## config.mk

```make
export PLATFORM = sky130hd
export DESIGN_NAME = commit_gate
export DESIGN_NICKNAME = d
export VERILOG_FILES = /design/src/rtl/commit_gate_pkg.sv /design/src/rtl/cg_slot_eval.sv /design/src/rtl/cg_store_rule.sv /design/src/rtl/cg_fence_rule.sv /design/src/rtl/cg_commit_fsm.sv /design/src/rtl/commit_gate.sv
export SDC_FILE = /design/constraint.sdc
export NUM_CORES = 1
export LEC_CHECK = 0
export BUFFER_PORTS_ARGS = -buffer_cell sky130_fd_sc_hd__buf_2
export CAP_MARGIN = 10
export CORE_ASPECT_RATIO = 1.75
export CORE_UTILIZATION = 34
export DETAILED_ROUTE_END_ITERATION = 10
export HOLD_SLACK_MARGIN = 0.15
export PLACE_DENSITY = 0.84
export SLEW_MARGIN = 20
export SYNTH_ARGS = -nofsm -noshare
export SYNTH_HDL_FRONTEND = slang
export SYNTH_SLANG_ARGS = --single-unit
```

## constraint.sdc

```tcl
create_clock -name clk -period 2.75 [get_ports clk]
set_clock_uncertainty 0.15 [all_clocks]
set_input_delay 0.55 -clock clk [delete_from_list [all_inputs] [get_ports clk]]
set_output_delay 0.55 -clock clk [all_outputs]
set_load 0.1 [all_outputs]
```

## src/rtl/commit_gate_pkg.sv

```systemverilog
package commit_gate_pkg;

    typedef enum logic [2:0] {
        KIND_LOAD   = 3'd0,
        KIND_STORE  = 3'd1,
        KIND_BRANCH = 3'd2,
        KIND_FENCE  = 3'd3,
        KIND_TSO    = 3'd4,
        KIND_OTHER  = 3'd5
    } slot_kind_e;

    typedef enum logic [1:0] {
        HS_IDLE  = 2'd0,
        HS_WAIT  = 2'd1,
        HS_GRANT = 2'd2
    } hs_state_e;

    localparam int FB_SW = 0;
    localparam int FB_SR = 1;
    localparam int FB_PW = 2;
    localparam int FB_PR = 3;

endpackage

```

## src/rtl/cg_slot_eval.sv

```systemverilog
module cg_slot_eval
    import commit_gate_pkg::*;
#(
    parameter int N = 8
) (
    input  logic [N-1:0]        sb_valid,
    input  logic [N-1:0][2:0]   sb_kind,
    input  logic [N-1:0][3:0]   sb_fbits,
    input  logic [N-1:0]        sb_acq,
    input  logic [N-1:0]        sb_rel,
    input  logic [N-1:0]        sb_done,
    input  logic [N-1:0]        sb_addr_ok,
    output logic [N-1:0]        open_ctrl,
    output logic [N-1:0]        open_wfence,
    output logic [N-1:0]        open_acq,
    output logic [N-1:0]        addr_unknown,
    output logic [N-1:0]        open_any,
    output logic [N-1:0]        open_load,
    output logic [N-1:0]        open_store
);

    for (genvar i = 0; i < N; i++) begin : g_slot
        slot_kind_e k;
        logic       live;
        logic       is_ld;
        logic       is_st;

        assign k     = slot_kind_e'(sb_kind[i]);
        assign live  = sb_valid[i] & ~sb_done[i];
        assign is_ld = (k == KIND_LOAD);
        assign is_st = (k == KIND_STORE);

        assign open_ctrl[i]    = live & (k == KIND_BRANCH);
        assign open_wfence[i]  = live & (((k == KIND_FENCE) & sb_fbits[i][FB_SW])
                                         | (k == KIND_TSO));
        assign open_acq[i]     = live & ((is_ld & sb_acq[i])
                                         | (is_st & sb_acq[i] & sb_rel[i]));
        assign addr_unknown[i] = sb_valid[i] & (is_ld | is_st) & ~sb_addr_ok[i];
        assign open_any[i]     = live;
        assign open_load[i]    = live & is_ld;
        assign open_store[i]   = live & is_st;
    end

endmodule

```

## src/rtl/cg_store_rule.sv

```systemverilog
module cg_store_rule #(
    parameter int N  = 8,
    parameter int PW = 4
) (
    input  logic [PW-1:0] pos,
    input  logic          data_rdy,
    input  logic          is_rel,
    input  logic [N-1:0]  open_ctrl,
    input  logic [N-1:0]  open_wfence,
    input  logic [N-1:0]  open_acq,
    input  logic [N-1:0]  addr_unknown,
    input  logic [N-1:0]  open_any,
    output logic          ok
);

    logic [N-1:0] older;
    logic [N-1:0] hard_block;

    for (genvar i = 0; i < N; i++) begin : g_age
        assign older[i] = (PW'(i) < pos);
    end

    assign hard_block = older & (open_ctrl | open_wfence | open_acq | addr_unknown);

    always_comb begin
        ok = data_rdy & ~(|hard_block);
        if (is_rel && |(older & open_any)) begin
            ok = 1'b0;
        end
    end

endmodule

```

## src/rtl/cg_fence_rule.sv

```systemverilog
module cg_fence_rule #(
    parameter int N  = 8,
    parameter int PW = 4
) (
    input  logic [PW-1:0] pos,
    input  logic          ord_ld,
    input  logic          ord_st,
    input  logic          is_tso,
    input  logic [N-1:0]  open_load,
    input  logic [N-1:0]  open_store,
    output logic          ok
);

    logic [N-1:0] older;
    logic         need_ld;
    logic         need_st;

    for (genvar i = 0; i < N; i++) begin : g_age
        assign older[i] = (PW'(i) < pos);
    end

    assign need_ld = is_tso | ord_ld;
    assign need_st = is_tso | ord_st;

    always_comb begin
        ok = 1'b1;
        if (need_ld && |(older & open_load)) begin
            ok = 1'b0;
        end
        if (need_st && |(older & open_store)) begin
            ok = 1'b0;
        end
    end

endmodule

```

## src/rtl/cg_commit_fsm.sv

```systemverilog
module cg_commit_fsm
    import commit_gate_pkg::*;
(
    input  logic clk,
    input  logic rst_n,
    input  logic req,
    input  logic allowed,
    input  logic ack,
    output logic grant
);

    hs_state_e state_q;
    hs_state_e state_d;

    always_ff @(posedge clk) begin
        if (!rst_n) begin
            state_q <= HS_IDLE;
        end else begin
            state_q <= state_d;
        end
    end

    always_comb begin
        state_d = state_q;
        grant   = 1'b0;
        unique case (state_q)
            HS_IDLE: begin
                if (req && allowed) begin
                    state_d = HS_GRANT;
                end else if (req) begin
                    state_d = HS_WAIT;
                end
            end
            HS_WAIT: begin
                if (req && allowed) begin
                    state_d = HS_GRANT;
                end else if (!req) begin
                    state_d = HS_IDLE;
                end
            end
            HS_GRANT: begin
                grant = 1'b1;
                if (ack) begin
                    state_d = HS_IDLE;
                end
            end
            default: begin
                state_d = HS_IDLE;
            end
        endcase
    end

endmodule

```

## src/rtl/commit_gate.sv

```systemverilog
module commit_gate
    import commit_gate_pkg::*;
#(
    parameter int N  = 8,
    parameter int PW = $clog2(N + 1)
) (
    input  logic                clk,
    input  logic                rst_n,
    input  logic [N-1:0]        sb_valid,
    input  logic [N-1:0][2:0]   sb_kind,
    input  logic [N-1:0][3:0]   sb_fbits,
    input  logic [N-1:0]        sb_acq,
    input  logic [N-1:0]        sb_rel,
    input  logic [N-1:0]        sb_done,
    input  logic [N-1:0]        sb_addr_ok,
    input  logic [PW-1:0]       st_pos,
    input  logic                st_data_rdy,
    input  logic                st_rel,
    input  logic                st_req,
    input  logic                st_ack,
    output logic                st_ok,
    output logic                st_grant,
    input  logic [PW-1:0]       fn_pos,
    input  logic                fn_pr,
    input  logic                fn_pw,
    input  logic                fn_tso,
    input  logic                fn_req,
    input  logic                fn_ack,
    output logic                fn_ok,
    output logic                fn_grant
);

    logic [N-1:0] open_ctrl;
    logic [N-1:0] open_wfence;
    logic [N-1:0] open_acq;
    logic [N-1:0] addr_unknown;
    logic [N-1:0] open_any;
    logic [N-1:0] open_load;
    logic [N-1:0] open_store;

    cg_slot_eval #(.N(N)) u_slots (
        .sb_valid     (sb_valid),
        .sb_kind      (sb_kind),
        .sb_fbits     (sb_fbits),
        .sb_acq       (sb_acq),
        .sb_rel       (sb_rel),
        .sb_done      (sb_done),
        .sb_addr_ok   (sb_addr_ok),
        .open_ctrl    (open_ctrl),
        .open_wfence  (open_wfence),
        .open_acq     (open_acq),
        .addr_unknown (addr_unknown),
        .open_any     (open_any),
        .open_load    (open_load),
        .open_store   (open_store)
    );

    cg_store_rule #(.N(N), .PW(PW)) u_store_rule (
        .pos          (st_pos),
        .data_rdy     (st_data_rdy),
        .is_rel       (st_rel),
        .open_ctrl    (open_ctrl),
        .open_wfence  (open_wfence),
        .open_acq     (open_acq),
        .addr_unknown (addr_unknown),
        .open_any     (open_any),
        .ok           (st_ok)
    );

    cg_fence_rule #(.N(N), .PW(PW)) u_fence_rule (
        .pos        (fn_pos),
        .ord_ld     (fn_pr),
        .ord_st     (fn_pw),
        .is_tso     (fn_tso),
        .open_load  (open_load),
        .open_store (open_store),
        .ok         (fn_ok)
    );

    cg_commit_fsm u_store_hs (
        .clk     (clk),
        .rst_n   (rst_n),
        .req     (st_req),
        .allowed (st_ok),
        .ack     (st_ack),
        .grant   (st_grant)
    );

    cg_commit_fsm u_fence_hs (
        .clk     (clk),
        .rst_n   (rst_n),
        .req     (fn_req),
        .allowed (fn_ok),
        .ack     (fn_ack),
        .grant   (fn_grant)
    );

endmodule

```

==> reports/summary.txt, run 1 <==
r2r setup slk -> 1.68 ns
post-synthesis mux area share -> 0.949%
pwr/cell area -> 259 nW/um^2
post-synthesis sequential area ratio -> 7.59%
I/O pins -> 119
simple-gate share of the synthesized area -> 39.3%
worst rel slew slack -> 67.1%
DIE WIDTH -> 44.1 um
Min-Delay Path Class -> reg2reg
Unique masters post-synth -> 47
Design Power -> 0.000531 W
FF+latch count, synth -> 4
DR DRC count -> 7
Via density -> 5.71
CTS Sinks -> 4
reg-to-reg endpoint -> u_store_hs.state_q[1]
Syn Nets -> 271
post-detail-place hpwl -> 3.60 mm
CTS root buffer -> clkbuf_8
Avg WL per Cell -> 15.4 um
largest net degree at the start of global routing -> 9
gr ovfl total -> 0
number of routed nets with antenna violations -> 0
maximum root-to-sink buffer count -> 2
data arrival time of the critical path -> 2.33 ns
Mapped Area -> 1050 sq um
# nets final -> 409
CP max FO -> 3
via count -> 1,828
failing checks -> DRC, setup timing
count of final hold-check violations -> 0
synthesis-to-finish area growth -> 94.4%
Post-Synth Adder-Cell Area -> 0%
Synth Warn # -> 0
VDD IR max -> 0.000244 V
number of synthesized flops with an enable pin -> 0
row count -> 26
latest clock arrival within the worst-skew pair -> 0.23 ns
critical path capture point type -> output port
DIE AREA -> 3340 sq um
first-pass GRT wire length -> 6.87 mm
largest family of logic cells by synthesized area -> compound AO/OA/AOI/OAI gates
Mean Syn Cell Area -> 6.76 sq um
fin crit period -> 3.03 ns
Die Y -> 75.7 um
outcome -> complete, but fails checks
Finish-stage setup viols -> 2
Fmax -> 0.330 GHz
# hold bufs at CTS -> 0
layout cells sized above 1 -> 55.8%
Total GRT Usage -> 27.0%
Worst Hold Launch -> u_fence_hs.state_q[1]
Routed Wire Length -> 4.93 mm
Layout Utilization -> 70.0%
drt initial violations -> 56
number of max-cap violations -> 0
RSZ-0062 raised after global routing -> true
Worst Path Class, Setup -> in2out
Slew @ Worst Pin -> 0.496 ns
Post-Place Worst Slack -> -0.302 ns
clock transition at the registers of the reported paths -> 0.04 ns
Port-buffer cells -> 94
# diodes -> 0
routability cong. -> 0.905
Worst setup SP type -> primary input
H-tree depth -> 1
largest area contributor in the netlist -> dfxtp_1
fin worst setup slack -> -0.279 ns
Synth Instances -> 156
first-pass detailed-route iteration total -> 7
R2R Path Start -> u_store_hs.state_q[1]
reg2reg path depth -> 3
Leak -> 0.994 nW
max-slew violations -> 0
Worst Hold Endpoint -> u_fence_hs.state_q[0]
asr flop ratio synth -> 0%
area of the core -> 2930 sq um
initial core utilization -> 36.0%
Compound-Gate Fraction of Synth Area -> 45.1%
largest cells by area after synthesis -> dfxtp_1 (7.6%), o21ai_0 (7.1%), nor2b_1 (5.9%)
CTS tree -> built
Worst Hold Depth -> 1
initial antenna violation count -> 0
Inserted Clock Buffers -> 3
area share of the leading cell type in the synthesized netlist -> 7.59%
WP data required -> 2.05 ns
number of global-route vias before repair -> 1,668
Synth Flop Type -> dfxtp_1
XOR/XNOR share of the synthesized area -> 0%
fin crit share -> 110%
minimum hold slack -> 0.343 ns
==> what timing repair did <==
action | in CTS | in global routing
resized for setup | 12 | 9
gates cloned | 0 | 0
pin swaps | 14 | 9
setup endpoints to repair | 2 | 2
buffers inserted | 4 | 0
==> worst max-delay path, stage by stage <==
cell	delay, ns
buf_6	0.09
or3_4	0.38
or2_4	0.25
o2111ai_2	0.07
o2111ai_2	0.21
nor4b_4	0.34
nand3_2	0.15
clkinvlp_4	0.11
buf_12	0.17
==> registers in the layout, summed over array words and instances (netlist names) <==
name and count:
u_store_hs.state_q 2, u_fence_hs.state_q 2
==> metal layers <==
metal	part of all wire, %	GRT usage (%)	vias up	wire [um]
met3	6.8	3.32	20	337
met5	0	0	-	0
met4	3.6	7.74	0	176
li1	-	-	885	-
met1	37	29.4	831	1820
met2	53	52.6	92	2600
==> logic make-up (layout without fill, tap and decap cells) <==
kind of cell | after synthesis | in the layout
compound gates | 69 | 69
buf+inv | 16 | 152
flops | 4 | 4
mux | 1 | 1
simple gates | 66 | 66
==> Yosys cell counts (2+ instances only) <==
cell type and number:
a211oi_1 4, a21boi_0 2, a21o_1 2, a21oi_1 10
a22oi_1 2, a31oi_1 4, buf_6 2, dfxtp_1 4
inv_1 14, nand2_1 9, nand2b_1 8, nand3_1 3
nand3b_1 3, nand4_1 3, nor2_1 10, nor2b_1 10
nor3_1 2, nor3b_1 2, nor4_1 3, nor4b_1 3
o2111a_1 2, o2111ai_1 2, o211ai_1 4, o21a_1 3
o21ai_0 15, o21ai_1 2, o22ai_1 4, o2bb2ai_1 2
o32ai_1 2, or4b_2 3
==> cell type report <==
class / count / area [sq um]
fill: 253 / 877
timing repair buffer: 135 / 842
clock buffer: 3 / 41.3
sequential: 4 / 80.1
multi-input combinational: 136 / 992
inverter: 14 / 60.1
tap: 28 / 35.0
==> metrics by stage <==
step	cells	cell area [sq um]	setup TNS [ns]
2_1_floorplan	156	1100	-0.335
3_3_place_gp	313	1890	-0.569
3_5_place_dp	313	1890	-0.596
4_1_cts	320	2010	-0.458
5_1_grt	320	2050	-0.621
6_report	320	2050	-0.524
==> power breakdown <==
part | total (W) | leakage [nW] | switching (W) | internal (W)
Combinational | 0.000334 | 0.939 | 0.000172 | 0.000163
Clock | 0.000131 | 0.0216 | 0.0000374 | 0.0000940
Sequential | 0.0000653 | 0.0328 | 0.00000278 | 0.0000626
==> worst max-delay path by stage <==
stage / slack [ns] / from / endpoint
2_1_floorplan: -0.22 / st_pos[3] / st_ok
3_3_place_gp: -0.29 / st_pos[1] / st_ok
3_5_place_dp: -0.30 / st_pos[1] / st_ok
4_1_cts: -0.28 / st_pos[2] / st_ok
5_1_grt: -0.32 / st_pos[2] / st_ok
6_report: -0.28 / st_pos[2] / st_ok
==> layout by cell type, fill, tap and decap left out, types with 3 or more instances in the layout <==
cell / Yosys / layout
inv_1: 14 / 12
o21a_1: 3 / 3
nand4_1: 3 / 3
nand3b_1: 3 / 3
nand2b_1: 8 / 8
nor2_1: 10 / 10
o21ai_0: 15 / 12
nand2_1: 9 / 8
o211ai_1: 4 / 4
a211oi_1: 4 / 4
buf_2: 0 / 86
o21ai_1: 2 / 4
o22ai_1: 4 / 4
dfxtp_1: 4 / 4
clkbuf_8: 0 / 3
a21oi_1: 10 / 10
buf_6: 2 / 3
nor2b_1: 10 / 10
a31oi_1: 4 / 4
buf_4: 0 / 43
No activity file was read; power rests on OpenSTA's default activity.
==> run 2, diff against run 1 <==
--- a/config.mk
+++ b/config.mk
@@ -12,6 +12,7 @@
 export DETAILED_ROUTE_END_ITERATION = 10
 export HOLD_SLACK_MARGIN = 0.15
 export PLACE_DENSITY = 0.84
+export SKIP_LAST_GASP = 1
 export SLEW_MARGIN = 20
 export SYNTH_ARGS = -nofsm -noshare
 export SYNTH_HDL_FRONTEND = slang
==> reports/summary.txt, run 2 (same netlist as run 1, synthesis figures left out) <==
area of the core -> 2930 sq um (unchanged)
RSZ-0062 raised after global routing -> true (unchanged)
most common cell after layout, fill and taps aside -> buf_2 (unchanged)
count of final hold-check violations -> 0 (unchanged)
# nets final -> 409 (unchanged)
data arrival time of the critical path -> 2.33 ns (about the same)
I/O pins -> 119 (unchanged)
clock transition at the registers of the reported paths -> 0.04 ns (about the same)
H-tree depth -> 1 (unchanged)
number of routed nets with antenna violations -> 0 (unchanged)
critical path capture point type -> output port (unchanged)
VDD IR max -> 0.000243 V (was 0.000244 V)
Routed Wire Length -> 4.91 mm (was 4.93 mm)
CTS Sinks -> 4 (unchanged)
worst rel slew slack -> 67.1% (about the same)
minimum hold slack -> 0.341 ns (was 0.343 ns)
number of global-route vias before repair -> 1,668 (unchanged)
Inserted Clock Buffers -> 3 (unchanged)
routability cong. -> 0.905 (unchanged)
initial core utilization -> 36.0% (unchanged)
Via density -> 5.72 (was 5.71)
DIE WIDTH -> 44.1 um (unchanged)
fin crit share -> 110% (about the same)
fin crit period -> 3.03 ns (about the same)
biggest regs -> u_fence_hs.state_q (2), u_store_hs.state_q (2) (unchanged)
row count -> 26 (unchanged)
max-slew violations -> 0 (unchanged)
Slew @ Worst Pin -> 0.496 ns (about the same)
CP max-delay cell -> or3_4 (unchanged)
Worst Path Class, Setup -> in2out (unchanged)
reg2reg path depth -> 3 (unchanged)
CP most frequent cell -> o2111ai_2 (unchanged)
Fmax -> 0.330 GHz (about the same)
CTS root buffer -> clkbuf_8 (unchanged)
synthesis-to-finish area growth -> 93.8% (was 94.4%)
via count -> 1,829 (was 1,828)
CP cell instances -> buf_2, or3_4, or2_4, o2111ai_2, o2111ai_2, nor4b_4, nand3_2, clkinvlp_4, buf_12 (was buf_6, or3_4, or2_4, o2111ai_2, o2111ai_2, nor4b_4, nand3_2, clkinvlp_4, buf_12)
initial antenna violation count -> 0 (unchanged)
CP max FO -> 3 (unchanged)
reg-to-reg endpoint -> u_store_hs.state_q[1] (unchanged)
layout cells sized above 1 -> 55.8% (unchanged)
Worst Hold Depth -> 1 (unchanged)
# diodes -> 0 (unchanged)
DIE AREA -> 3340 sq um (unchanged)
maximum root-to-sink buffer count -> 2 (unchanged)
latest clock arrival within the worst-skew pair -> 0.23 ns (about the same)
Avg WL per Cell -> 15.3 um (was 15.4 um)
CP max stage delay -> 0.36 ns (was 0.38 ns)
gr ovfl total -> 0 (unchanged)
first-pass GRT wire length -> 6.87 mm (unchanged)
Leak -> 0.992 nW (was 0.994 nW)
Port-buffer cells -> 94 (unchanged)
Finish-stage setup viols -> 2 (unchanged)
R2R Path Start -> u_store_hs.state_q[1] (unchanged)
Worst Hold Launch -> u_fence_hs.state_q[1] (unchanged)
WP data required -> 2.05 ns (about the same)
CTS tree -> built (unchanged)
Die Y -> 75.7 um (unchanged)
first-pass detailed-route iteration total -> 8 (was 7)
number of max-cap violations -> 0 (unchanged)
post-detail-place hpwl -> 3.60 mm (unchanged)
setup TNS -> -0.523 ns (was -0.524 ns)
fin worst setup slack -> -0.280 ns (was -0.279 ns)
failing checks -> DRC, setup timing (unchanged)
Min-Delay Path Class -> reg2reg (unchanged)
DR DRC count -> 7 (unchanged)
commonest cells after routing, fill and taps aside -> buf_2 (87), buf_4 (43), inv_1 (12), o21ai_0 (12) (was buf_2 (86), buf_4 (43), inv_1 (12), o21ai_0 (12))
outcome -> complete, but fails checks (unchanged)
Worst Hold Endpoint -> u_fence_hs.state_q[0] (unchanged)
largest net degree at the start of global routing -> 9 (unchanged)
r2r setup slk -> 1.69 ns (was 1.68 ns)
# hold bufs at CTS -> 0 (unchanged)
Total GRT Usage -> 27.0% (unchanged)
Worst setup SP type -> primary input (unchanged)
drt initial violations -> 67 (was 56)
pwr/cell area -> 259 nW/um^2 (about the same)
-- run 2: cell counts in the layout (fill, tap and decap cells not counted) --
No cell type changed its count.
-- run 2: repair_timing --
| action | 4_1_cts | 5_1_grt |
|---|---|---|
| endpoints found under the hold margin | 0 | 0 |
| setup buffers | 4 | 0 |
| endpoints found under the setup margin | 2 | 2 |
| pin swaps | 14 | 9 |
| gates resized for setup | 12 | 8 |
| gates cloned | 0 | 0 |
-- run 2: how the worst max path moves through the flow --
stage / start / to / slack (ns) / depth (start not counted)
finish: st_pos[1] / st_ok / -0.28 / 9
global route: st_pos[1] / st_ok / -0.32 / 9
CTS: st_pos[2] / st_ok / -0.28 / 9
detailed placement: st_pos[1] / st_ok / -0.30 / 9
global placement: st_pos[1] / st_ok / -0.29 / 9
floorplan: st_pos[3] / st_ok / -0.22 / 8
-- run 2: worst max-delay path, delay by kind of cell --
family | cells | cell delay, ns
simple gates | 4 | 1.10
compound gates | 2 | 0.28
buf+inv | 3 | 0.39
-- run 2: through the flow --
step                      std cells  setup WS [ns]  utilization [%]  total power, W  area (sq um)
after global routing            320         -0.319             69.8        0.000556          2040
after CTS                       320         -0.277             68.7        0.000507          2010
after floorplan                 156         -0.218                -        0.000207          1100
after global placement          313         -0.292             64.6        0.000363          1890
after detailed placement        313         -0.302             64.6        0.000369          1890
final                           320         -0.280             69.8        0.000529          2040
-- run 2: layout make-up --
cell class	instances	area (sq um)
repair buffers	135	836
well taps	28	35.0
inverters	14	60.1
fillers	254	883
clock buffers	3	41.3
multi-input cells	136	992
flip-flops and latches	4	80.1
-- run 2: power by group --
part / switching [W] / internal [W]
Sequential: 0.00000278 / 0.0000626
Clock: 0.0000371 / 0.0000940
Combinational: 0.000171 / 0.000162
-- run 2: metal layers --
metal	GRT usage, %	wire length [um]	up-vias
met1	29.4	1810	836
met5	0	0	-
met4	7.74	143	0
li1	-	-	885
met2	52.6	2610	94
met3	3.32	337	14
